[config.mk]
export PLATFORM = sky130hd
export DESIGN_NAME = cp0_exc_unit
export DESIGN_NICKNAME = d
export VERILOG_FILES = /design/src/rtl/cp0_exc_pkg.sv /design/src/rtl/cp0_status_reg.sv /design/src/rtl/cp0_cause_reg.sv /design/src/rtl/cp0_ret_regs.sv /design/src/rtl/cp0_irq_eval.sv /design/src/rtl/cp0_redirect.sv /design/src/rtl/cp0_exc_unit.sv
export SDC_FILE = /design/constraint.sdc
export NUM_CORES = 1
export LEC_CHECK = 0
export CAP_MARGIN = 0
export CORE_ASPECT_RATIO = 0.75
export CORE_MARGIN = 10
export CORE_UTILIZATION = 50
export DETAILED_ROUTE_END_ITERATION = 10
export PLACE_DENSITY = 0.91
export SLEW_MARGIN = 10
export SYNTH_ARGS = -nofsm -noshare
export SYNTH_HDL_FRONTEND = slang
export SYNTH_SLANG_ARGS = --single-unit
[constraint.sdc]
create_clock -name clk -period 4.32 [get_ports clk]
set_input_delay 1.08 -clock clk [delete_from_list [all_inputs] [get_ports clk]]
set_output_delay 1.08 -clock clk [all_outputs]
set_load 0.02 [all_outputs]
[src/rtl/cp0_exc_pkg.sv]
package cp0_exc_pkg;
  localparam int NIRQ     = 8;
  localparam int ST_IE    = 0;
  localparam int ST_EXL   = 1;
  localparam int ST_ERL   = 2;
  localparam int ST_BEV   = 22;
  localparam int F_LO     = 8;   // mask / pending field low bit
  localparam int CA_BD    = 31;
  localparam int CODE_LO  = 2;
  localparam int CODE_W   = 5;
  localparam logic [31:0] ST_WMASK = 32'h0040_FF07;
  localparam logic [31:0] CA_WMASK = 32'h8000_007C;
  localparam logic [4:0]  CODE_INT = 5'd0;

  typedef enum logic [1:0] {
    SEL_STATUS = 2'd0,
    SEL_CAUSE  = 2'd1,
    SEL_RET    = 2'd2,
    SEL_ERRRET = 2'd3
  } csr_sel_e;
endpackage

[src/rtl/cp0_status_reg.sv]
module cp0_status_reg
  import cp0_exc_pkg::*;
(
  input  logic        clk,
  input  logic        rst_n,
  input  logic        exc_go,
  input  logic        eret_go,
  input  logic        wr_en,
  input  logic [31:0] wr_data,
  output logic [31:0] status
);
  always_ff @(posedge clk) begin
    if (!rst_n) begin
      status <= 32'h0;
      status[ST_BEV] <= 1'b1;
    end else if (exc_go) begin
      status[ST_EXL] <= 1'b1;
    end else if (eret_go) begin
      if (status[ST_ERL]) status[ST_ERL] <= 1'b0;
      else                status[ST_EXL] <= 1'b0;
    end else if (wr_en) begin
      status <= wr_data & ST_WMASK;
    end
  end

  assert_exl_set_R6: assert property (@(posedge clk) disable iff (!rst_n)
    exc_go |=> status[ST_EXL]);
  assert_erl_first_R8: assert property (@(posedge clk) disable iff (!rst_n)
    (eret_go && status[ST_ERL]) |=> (!status[ST_ERL] && status[ST_EXL] == $past(status[ST_EXL])));
endmodule

[src/rtl/cp0_cause_reg.sv]
module cp0_cause_reg
  import cp0_exc_pkg::*;
(
  input  logic              clk,
  input  logic              rst_n,
  input  logic              exc_go,
  input  logic [CODE_W-1:0] exc_code,
  input  logic              exc_bd,
  input  logic              exl_now,
  input  logic [NIRQ-1:0]   lines_eff,
  input  logic              wr_en,
  input  logic [31:0]       wr_data,
  output logic [31:0]       cause
);
  logic              bd_q;
  logic [CODE_W-1:0] code_q;
  logic [NIRQ-1:0]   ip_q;

  always_ff @(posedge clk) begin
    if (!rst_n) begin
      bd_q   <= 1'b0;
      code_q <= '0;
      ip_q   <= '0;
    end else begin
      ip_q <= lines_eff;
      if (exc_go) begin
        bd_q   <= exl_now ? 1'b0 : exc_bd;
        code_q <= exc_code;
      end else if (wr_en) begin
        bd_q   <= wr_data[CA_BD];
        code_q <= wr_data[CODE_LO +: CODE_W];
      end
    end
  end

  always_comb begin
    cause = 32'h0;
    cause[CA_BD] = bd_q;
    cause[F_LO +: NIRQ] = ip_q;
    cause[CODE_LO +: CODE_W] = code_q;
  end

  assert_ip_track_R9: assert property (@(posedge clk) disable iff (!rst_n)
    1'b1 |=> cause[F_LO +: NIRQ] == $past(lines_eff));
  assert_bd_nested_R5: assert property (@(posedge clk) disable iff (!rst_n)
    (exc_go && exl_now) |=> !cause[CA_BD]);
endmodule

[src/rtl/cp0_ret_regs.sv]
module cp0_ret_regs #(
  parameter int XLEN = 64
) (
  input  logic            clk,
  input  logic            rst_n,
  input  logic            exc_go,
  input  logic            exl_now,
  input  logic [XLEN-1:0] cur_pc,
  input  logic            wr_ret,
  input  logic            wr_err,
  input  logic [XLEN-1:0] wr_data,
  output logic [XLEN-1:0] ret_pc,
  output logic [XLEN-1:0] err_pc
);
  always_ff @(posedge clk) begin
    if (!rst_n) begin
      ret_pc <= '0;
      err_pc <= '0;
    end else begin
      if (exc_go && !exl_now) ret_pc <= cur_pc;
      else if (wr_ret)        ret_pc <= wr_data;
      if (wr_err)             err_pc <= wr_data;
    end
  end

  assert_ret_capture_R4: assert property (@(posedge clk) disable iff (!rst_n)
    (exc_go && !exl_now) |=> ret_pc == $past(cur_pc));
  assert_ret_hold_R5: assert property (@(posedge clk) disable iff (!rst_n)
    (exc_go && exl_now) |=> $stable(ret_pc));
endmodule

[src/rtl/cp0_irq_eval.sv]
module cp0_irq_eval
  import cp0_exc_pkg::*;
(
  input  logic [31:0] status,
  input  logic [31:0] cause,
  input  logic        irq_disable,
  output logic        pending
);
  logic [NIRQ-1:0] hit;
  for (genvar i = 0; i < NIRQ; i++) begin : g_line
    assign hit[i] = cause[F_LO + i] & status[F_LO + i];
  end
  assign pending = (|hit) && status[ST_IE] && !status[ST_EXL] &&
                   !status[ST_ERL] && !irq_disable;
endmodule

[src/rtl/cp0_redirect.sv]
module cp0_redirect #(
  parameter int          XLEN      = 64,
  parameter logic [63:0] BOOT_PC   = 64'hFFFF_FFFF_BFC0_0000,
  parameter logic [63:0] BEV_BASE  = 64'hFFFF_FFFF_BFC0_0200,
  parameter logic [63:0] NORM_BASE = 64'hFFFF_FFFF_8000_0000,
  parameter logic [63:0] VEC_OFS   = 64'h180
) (
  input  logic            clk,
  input  logic            rst_n,
  input  logic            exc_go,
  input  logic            eret_go,
  input  logic            bev,
  input  logic            erl,
  input  logic [XLEN-1:0] ret_pc,
  input  logic [XLEN-1:0] err_pc,
  output logic [XLEN-1:0] redirect_pc,
  output logic            redirect_valid,
  output logic            ll_clear
);
  localparam logic [XLEN-1:0] V_BEV  = XLEN'(BEV_BASE + VEC_OFS);
  localparam logic [XLEN-1:0] V_NORM = XLEN'(NORM_BASE + VEC_OFS);

  always_ff @(posedge clk) begin
    if (!rst_n) begin
      redirect_pc    <= XLEN'(BOOT_PC);
      redirect_valid <= 1'b1;
      ll_clear       <= 1'b0;
    end else begin
      redirect_valid <= exc_go || eret_go;
      ll_clear       <= eret_go;
      if (exc_go)       redirect_pc <= bev ? V_BEV : V_NORM;
      else if (eret_go) redirect_pc <= erl ? err_pc : ret_pc;
    end
  end

  assert_vec_bev_R7: assert property (@(posedge clk) disable iff (!rst_n)
    (exc_go && bev) |=> (redirect_valid && redirect_pc == V_BEV));
  assert_llclr_R8: assert property (@(posedge clk) disable iff (!rst_n)
    eret_go |=> (ll_clear && redirect_valid));
endmodule

[src/rtl/cp0_exc_unit.sv]
module cp0_exc_unit
  import cp0_exc_pkg::*;
#(
  parameter int XLEN = 64
) (
  input  logic            clk,
  input  logic            rst_n,
  input  logic            exc_req,
  input  logic [4:0]      exc_code,
  input  logic            exc_bd,
  input  logic            eret,
  input  logic [7:0]      irq_lines,
  input  logic            timer_irq,
  input  logic            irq_disable,
  input  logic [XLEN-1:0] cur_pc,
  input  logic            csr_wr,
  input  logic [1:0]      csr_sel,
  input  logic [XLEN-1:0] csr_wdata,
  output logic [XLEN-1:0] csr_rdata,
  output logic [XLEN-1:0] redirect_pc,
  output logic            redirect_valid,
  output logic            irq_pending,
  output logic            ll_clear
);
  logic [31:0]      status, cause;
  logic [XLEN-1:0]  ret_pc, err_pc;
  logic             exc_go, eret_go, wr_go;
  logic [NIRQ-1:0]  lines_eff;
  csr_sel_e         sel;

  assign sel       = csr_sel_e'(csr_sel);
  assign exc_go    = exc_req && !(exc_code == CODE_INT && irq_disable);
  assign eret_go   = eret && !exc_go;
  assign wr_go     = csr_wr && !exc_go && !eret_go;
  assign lines_eff = irq_lines | {timer_irq, {(NIRQ-1){1'b0}}};

  cp0_status_reg u_status (
    .clk(clk), .rst_n(rst_n), .exc_go(exc_go), .eret_go(eret_go),
    .wr_en(wr_go && sel == SEL_STATUS), .wr_data(csr_wdata[31:0]),
    .status(status));

  cp0_cause_reg u_cause (
    .clk(clk), .rst_n(rst_n), .exc_go(exc_go), .exc_code(exc_code),
    .exc_bd(exc_bd), .exl_now(status[ST_EXL]), .lines_eff(lines_eff),
    .wr_en(wr_go && sel == SEL_CAUSE), .wr_data(csr_wdata[31:0]),
    .cause(cause));

  cp0_ret_regs #(.XLEN(XLEN)) u_ret (
    .clk(clk), .rst_n(rst_n), .exc_go(exc_go), .exl_now(status[ST_EXL]),
    .cur_pc(cur_pc), .wr_ret(wr_go && sel == SEL_RET),
    .wr_err(wr_go && sel == SEL_ERRRET), .wr_data(csr_wdata),
    .ret_pc(ret_pc), .err_pc(err_pc));

  cp0_irq_eval u_eval (
    .status(status), .cause(cause), .irq_disable(irq_disable),
    .pending(irq_pending));

  cp0_redirect #(.XLEN(XLEN)) u_redir (
    .clk(clk), .rst_n(rst_n), .exc_go(exc_go), .eret_go(eret_go),
    .bev(status[ST_BEV]), .erl(status[ST_ERL]), .ret_pc(ret_pc),
    .err_pc(err_pc), .redirect_pc(redirect_pc),
    .redirect_valid(redirect_valid), .ll_clear(ll_clear));

  always_comb begin
    unique case (sel)
      SEL_STATUS: csr_rdata = XLEN'(status);
      SEL_CAUSE:  csr_rdata = XLEN'(cause);
      SEL_RET:    csr_rdata = ret_pc;
      default:    csr_rdata = err_pc;
    endcase
  end

  assert_no_pend_after_exc_R6: assert property (@(posedge clk) disable iff (!rst_n)
    exc_req && !irq_disable |=> !irq_pending);
  assert_drop_int_R3: assert property (@(posedge clk) disable iff (!rst_n)
    (exc_req && exc_code == CODE_INT && irq_disable && !eret) |=> (!redirect_valid && $stable(status)));
  assert_exc_wins_R11: assert property (@(posedge clk) disable iff (!rst_n)
    (exc_req && !irq_disable && eret) |=> !ll_clear);
endmodule

Word level (Yosys, flattened, before mapping)
Cells that the tools add are included.
{"block": "totals", "reg_bits": 220, "latch_bits": 0, "ramBits": 0, "rom_bits": 0, "inputBits": 151, "output_inout_bits": 131, "word_cells": 74, "n_memories": 0}
{"block": "classes", "n_addsub": 0, "multipliers": 0, "div": 0, "order_cmp": 0, "eq_ne": 4, "shift": 0, "n_mux": 16, "n_bitwise": 11, "n_reduce_logical": 32}
{"operator": "64-bit 2-to-1 mux", "count": 5}
{"operator": "64-bit case mux with 3 select lines", "count": 1}
{"operator": "30-bit 2-to-1 mux", "count": 1}
{"operator": "1-bit logical AND", "count": 14}
{"operator": "5-bit 2-to-1 mux", "count": 2}
{"operator": "1-bit bitwise AND", "count": 8}
{"operator": "8-bit OR", "count": 1}
{"operator": "2-bit nonzero test", "count": 4}
{"operator": "8-bit OR reduction", "count": 1}
{"operator": "1-bit logical NOT", "count": 6}
{"operator": "5-bit logical NOT", "count": 1}
{"operator": "1-bit 2-to-1 mux", "count": 5}
{"operator": "2-bit equality test (second input constant)", "count": 2}
{"operator": "2-bit AND reduction", "count": 2}
{"operator": "3-bit 2-to-1 mux", "count": 1}
{"operator": "3-bit inequality test (second input constant)", "count": 1}
{"operator": "3-bit AND reduction", "count": 1}
{"operator": "3-bit nonzero test", "count": 1}
{"operator": "2-bit by 1-bit equality test with 1-bit output (second input constant)", "count": 1}
{"operator": "2-bit logical NOT", "count": 1}
{"operator": "2-bit 2-to-1 mux", "count": 1}
{"operator": "1-bit NOT", "count": 2}
{"operator": "1-bit logical OR", "count": 1}

Longest topological paths before layout
{"block": "logic_depth", "ltp_word": 12, "mapped_depth": 7, "mapped_depth_nobuf": 4}

Cells and area by module
Synthesis repeated with hierarchy kept, for this count alone.
{"block": "hier_totals", "cells_unflattened": 1003, "area_unflattened_um2": 10856.7}
{"mod": "cp0_ret_regs", "instances": 1, "cells_each": 499, "area_per_inst_um2": 5351.4, "seq_area_each_um2": 2562.5}
{"mod": "cp0_redirect", "instances": 1, "cells_each": 236, "area_per_inst_um2": 2785.2, "seq_area_each_um2": 1321.3}
{"mod": "cp0_exc_unit", "instances": 1, "cells_each": 122, "area_per_inst_um2": 1431.4, "seq_area_each_um2": 0.0}
{"mod": "cp0_cause_reg", "instances": 1, "cells_each": 64, "area_per_inst_um2": 625.6, "seq_area_each_um2": 280.3}
{"mod": "cp0_status_reg", "instances": 1, "cells_each": 76, "area_per_inst_um2": 614.3, "seq_area_each_um2": 240.2}
{"mod": "cp0_irq_eval", "instances": 1, "cells_each": 6, "area_per_inst_um2": 48.8, "seq_area_each_um2": 0.0}

Least setup slack after synthesis
Ideal clock, no wire load.
{"block": "synth_timing", "path_kind": "input port to output port", "start": "input port csr_sel[0]", "end": "output port csr_rdata[16]", "t_arrival_ns": 2.362, "path_slack_ns": 0.878, "stages": 5, "path_buffers": 3, "cell_sequence": "clkbuf_1 -> buf_1 -> buf_1 -> mux2i_1 -> nor2b_1"}
{"block": "synth_via", "elab_chain_cells": 2, "word_cells_on_any_way": 4, "cone_classes": "2 x eq/ne; 1 x mux; 1 x reduce/logical"}
{"item": "from (decl)", "line": "cp0_exc_unit.sv:17", "source": "input logic [1:0] csr_sel,"}
{"item": "2-bit equality test (tied with other cells)", "line": "cp0_exc_unit.sv:65", "source": "unique case (sel)"}
{"item": "64-bit case mux with 3 select lines *", "line": "cp0_exc_unit.sv:65"}
{"item": "to (decl)", "line": "cp0_exc_unit.sv:19", "source": "output logic [XLEN-1:0] csr_rdata,"}
Every way passes the cells marked *; elsewhere a longest branch is shown, timed or not.

Final worst setup path
{"block": "layout_timing", "start": "input port irq_disable", "end": "output port irq_pending"}
{"block": "layout_via", "elab_chain_cells": 2}
{"item": "from (decl)", "line": "cp0_exc_unit.sv:14", "source": "input logic irq_disable,"}
{"item": "1-bit logical NOT", "line": "cp0_irq_eval.sv:14", "source": "!status[ST_ERL] && !irq_disable;"}
{"item": "1-bit logical AND", "line": "cp0_irq_eval.sv:14"}
{"item": "to (decl)", "line": "cp0_exc_unit.sv:22", "source": "output logic irq_pending,"}
Every way passes these cells.

==> results_dict.tcl <==
set metrics [dict create \
    outcome "completed" \
    post-place-cells 1574 \
    hold_ws_ns 0.469 \
    slowest_delay_ns 0.69 \
    place_congestion 0.880 \
    port_buffers 281 \
    fillers 1548 \
    die_x_um 186 \
    cp-start-kind "input pin" \
    path_common_cell "clkdlybuf4s50_1" \
    end_kind "primary output" \
    grt_pass1_vias 9471 \
    globalRouteTotalUtil 0.243 \
    clkPwrFrac 0.388 \
    ys_ff_latch 220 \
    synth_top_area_share 0.424 \
    initialDrtViolationCount 728 \
    io_pins 282 \
    fmax_mhz 240 \
    grt-ovfl-total 0 \
    synth_edf_count 0 \
    clk_latency_ns 0.51 \
    drt-pass1-iter-count 5 \
    yosys_warnings 0 \
    worstPathArrival_ns 3.08 \
    finalCriticalPeriod_ns 4.16 \
    core-area_um2 20300 \
    synth_top_cell_by_area "dfxtp_1" \
    drv_cap 0 \
    die_y_um 145 \
    switchingPower_mw 1.32 \
    cts_tree "done" \
    hold_path.class "reg -> reg" \
    place_ws_ns 0.180 \
    cts.root.buffer_cell "clkbuf_16" \
    wl_um 34400 \
    initial_utilization 0.511 \
    post_cts_resized 0 \
    synth_most_common_cell "nand2_1" \
    clk_pin_slew_ns 0.06 \
    synth_commonest_cells "nand2_1, dfxtp_1, mux2i_1" \
    power_frac_comb 0.165 \
    hold_viol 0 \
    synth_cell_types 40 \
    worst_slack_ns 0.162 \
    crit_fanout 2 \
    ctsHoldBuffers 0 \
    drt-wirelength-per-cell_um 21.3 \
    grt_pass1_wl_um 53300 \
    post-dp-hpwl_um 23100 \
    cts_buffers 22 \
    fin_worst_skew_ns 0.00958 \
    finalCritPeriodShare 0.963 \
    syn_inst 1085 \
    synthesis.nets 1236 \
    drc 0 \
    switching_share 0.269 \
    nets 1467 \
    rsz0062_at_grt "false" \
    synthToLayoutAreaGrowth_pct 34.9 \
    setup_violations 0 \
    cts.htree.levels 1 \
    synth_area_leaders "dfxtp_1, mux2i_1, nand2_1, o221a_2, o21a_1" \
    tightest_slew_ns 1.09 \
    max_slew_margin 0.274 \
    via_per_inst 5.78 \
    internal_power_mw 3.60 \
    powerDensity_nw_per_um2 351 \
    cp.required_ns 3.24 \
    drv_slew 0 \
    cts_buffer_depth 3 \
    synth_ff_type "dfxtp_1" \
    final.setup.tns_ns 0 \
    crit_chain "clkdlybuf4s50_1 > or4b_2 > a31oi_1 > clkdlybuf4s50_1" \
    clock-sinks 220 \
    syn_area_per_cell_um2 9.57 \
    rows 45 \
    route.vias.total 9323 \
    worstSetupPathType "in -> out" \
    syn_area_um2 10400 \
    max-vdd-ir-drop_mv 0.250 \
    ant_nets 0 \
    stdcell_count 1614 \
    grt_start_max_net_pins 113 \
    antenna_found_initial 0 \
    drive_gt1_frac 0.107 \
    antenna_cells 0 \
    slowest_stage "or4b_2" \
    dieArea_um2 27000 \
    synth-async-reset-ratio 0 \
    postCtsSetupRepairBufs 0 \
    power_frac_seq 0.447 \
    p_leak_nw 5.11 \
    synth_seq_area_share 0.424 \
]
## logic make-up after synthesis
kind of cell / after synthesis / synth area share
simple gates: 319 / 0.134
compound gates: 242 / 0.186
mux: 203 / 0.207
flops: 220 / 0.424
buf+inv: 101 / 0.0485
## cell type report
type                    count  area, µm²  share of cell area
clock buffers              28        603              0.0430
flip-flops and latches    220       4410               0.315
clock inverters            12        111             0.00795
well taps                 282        353              0.0252
multi-input cells         764       5490               0.392
repair buffers            308       3040               0.217
## through the flow
| step | cell area, µm² | total power [mW] | util |
|---|---|---|---|
| after global routing | 14000 | 5.09 | 0.689 |
| after global placement | 13300 | 3.03 | 0.654 |
| after CTS | 14000 | 4.94 | 0.689 |
| after detailed placement | 13300 | 3.05 | 0.654 |
| after floorplan | 10400 | 2.67 | - |
| final | 14000 | 4.92 | 0.689 |
## layer usage
| metal | share of wire | global-route usage |
|---|---|---|
| met1 | 0.42 | 0.306 |
| met2 | 0.46 | 0.403 |
| met3 | 0.088 | 0.0660 |
| met4 | 0.025 | 0.0700 |
| met5 | 0 | 0 |
## placed cells by master (no fill, tap or decap), types with 15 or more instances in the layout
master / count
nor2_1: 24
clkbuf_16: 22
o221a_2: 49
o221a_1: 15
mux2i_1: 186
nand2_1: 221
nor2b_1: 50
a211oi_1: 20
buf_4: 26
clkdlybuf4s50_1: 277
dfxtp_1: 219
o21ai_0: 56
o21a_1: 68
## sequential cells by signal, summed over array words and instances, names as in the netlist
name	flops
u_redir.ll_clear	1
u_redir.redirect_valid	1
u_ret.ret_pc	64
u_cause.bd_q	1
u_cause.ip_q	8
u_redir.redirect_pc	64
u_cause.code_q	5
u_status.status	12
u_ret.err_pc	64
## worst paths after layout
| check | start | end | slack [ns] | cells past startpoint |
|---|---|---|---|---|
| max reg2reg | u_status.status[2] | u_redir.redirect_pc[58] | 1.98 | 6 |
| min reg2reg | u_ret.err_pc[31] | u_ret.err_pc[31] | 0.47 | 2 |
| max | irq_disable | irq_pending | 0.16 | 4 |
| min | u_ret.err_pc[31] | u_ret.err_pc[31] | 0.47 | 2 |
## power by group through the flow
stage | Clock, mW | Combinational, mW | Sequential (mW)
2_1_floorplan | 0 | 0.406 | 2.26
3_3_place_gp | 0 | 0.792 | 2.24
3_5_place_dp | 0 | 0.806 | 2.24
4_1_cts | 1.93 | 0.814 | 2.20
5_1_grt | 2.01 | 0.871 | 2.21
6_report | 1.91 | 0.813 | 2.20
## critical path: cells and delay by family
kind                   cells  cell delay [ns]
AOI/OAI and AO/OA          1             0.18
buffers and inverters      2             1.12
and+or+nand+nor            1             0.69
(Power assumes the default switching activity.)
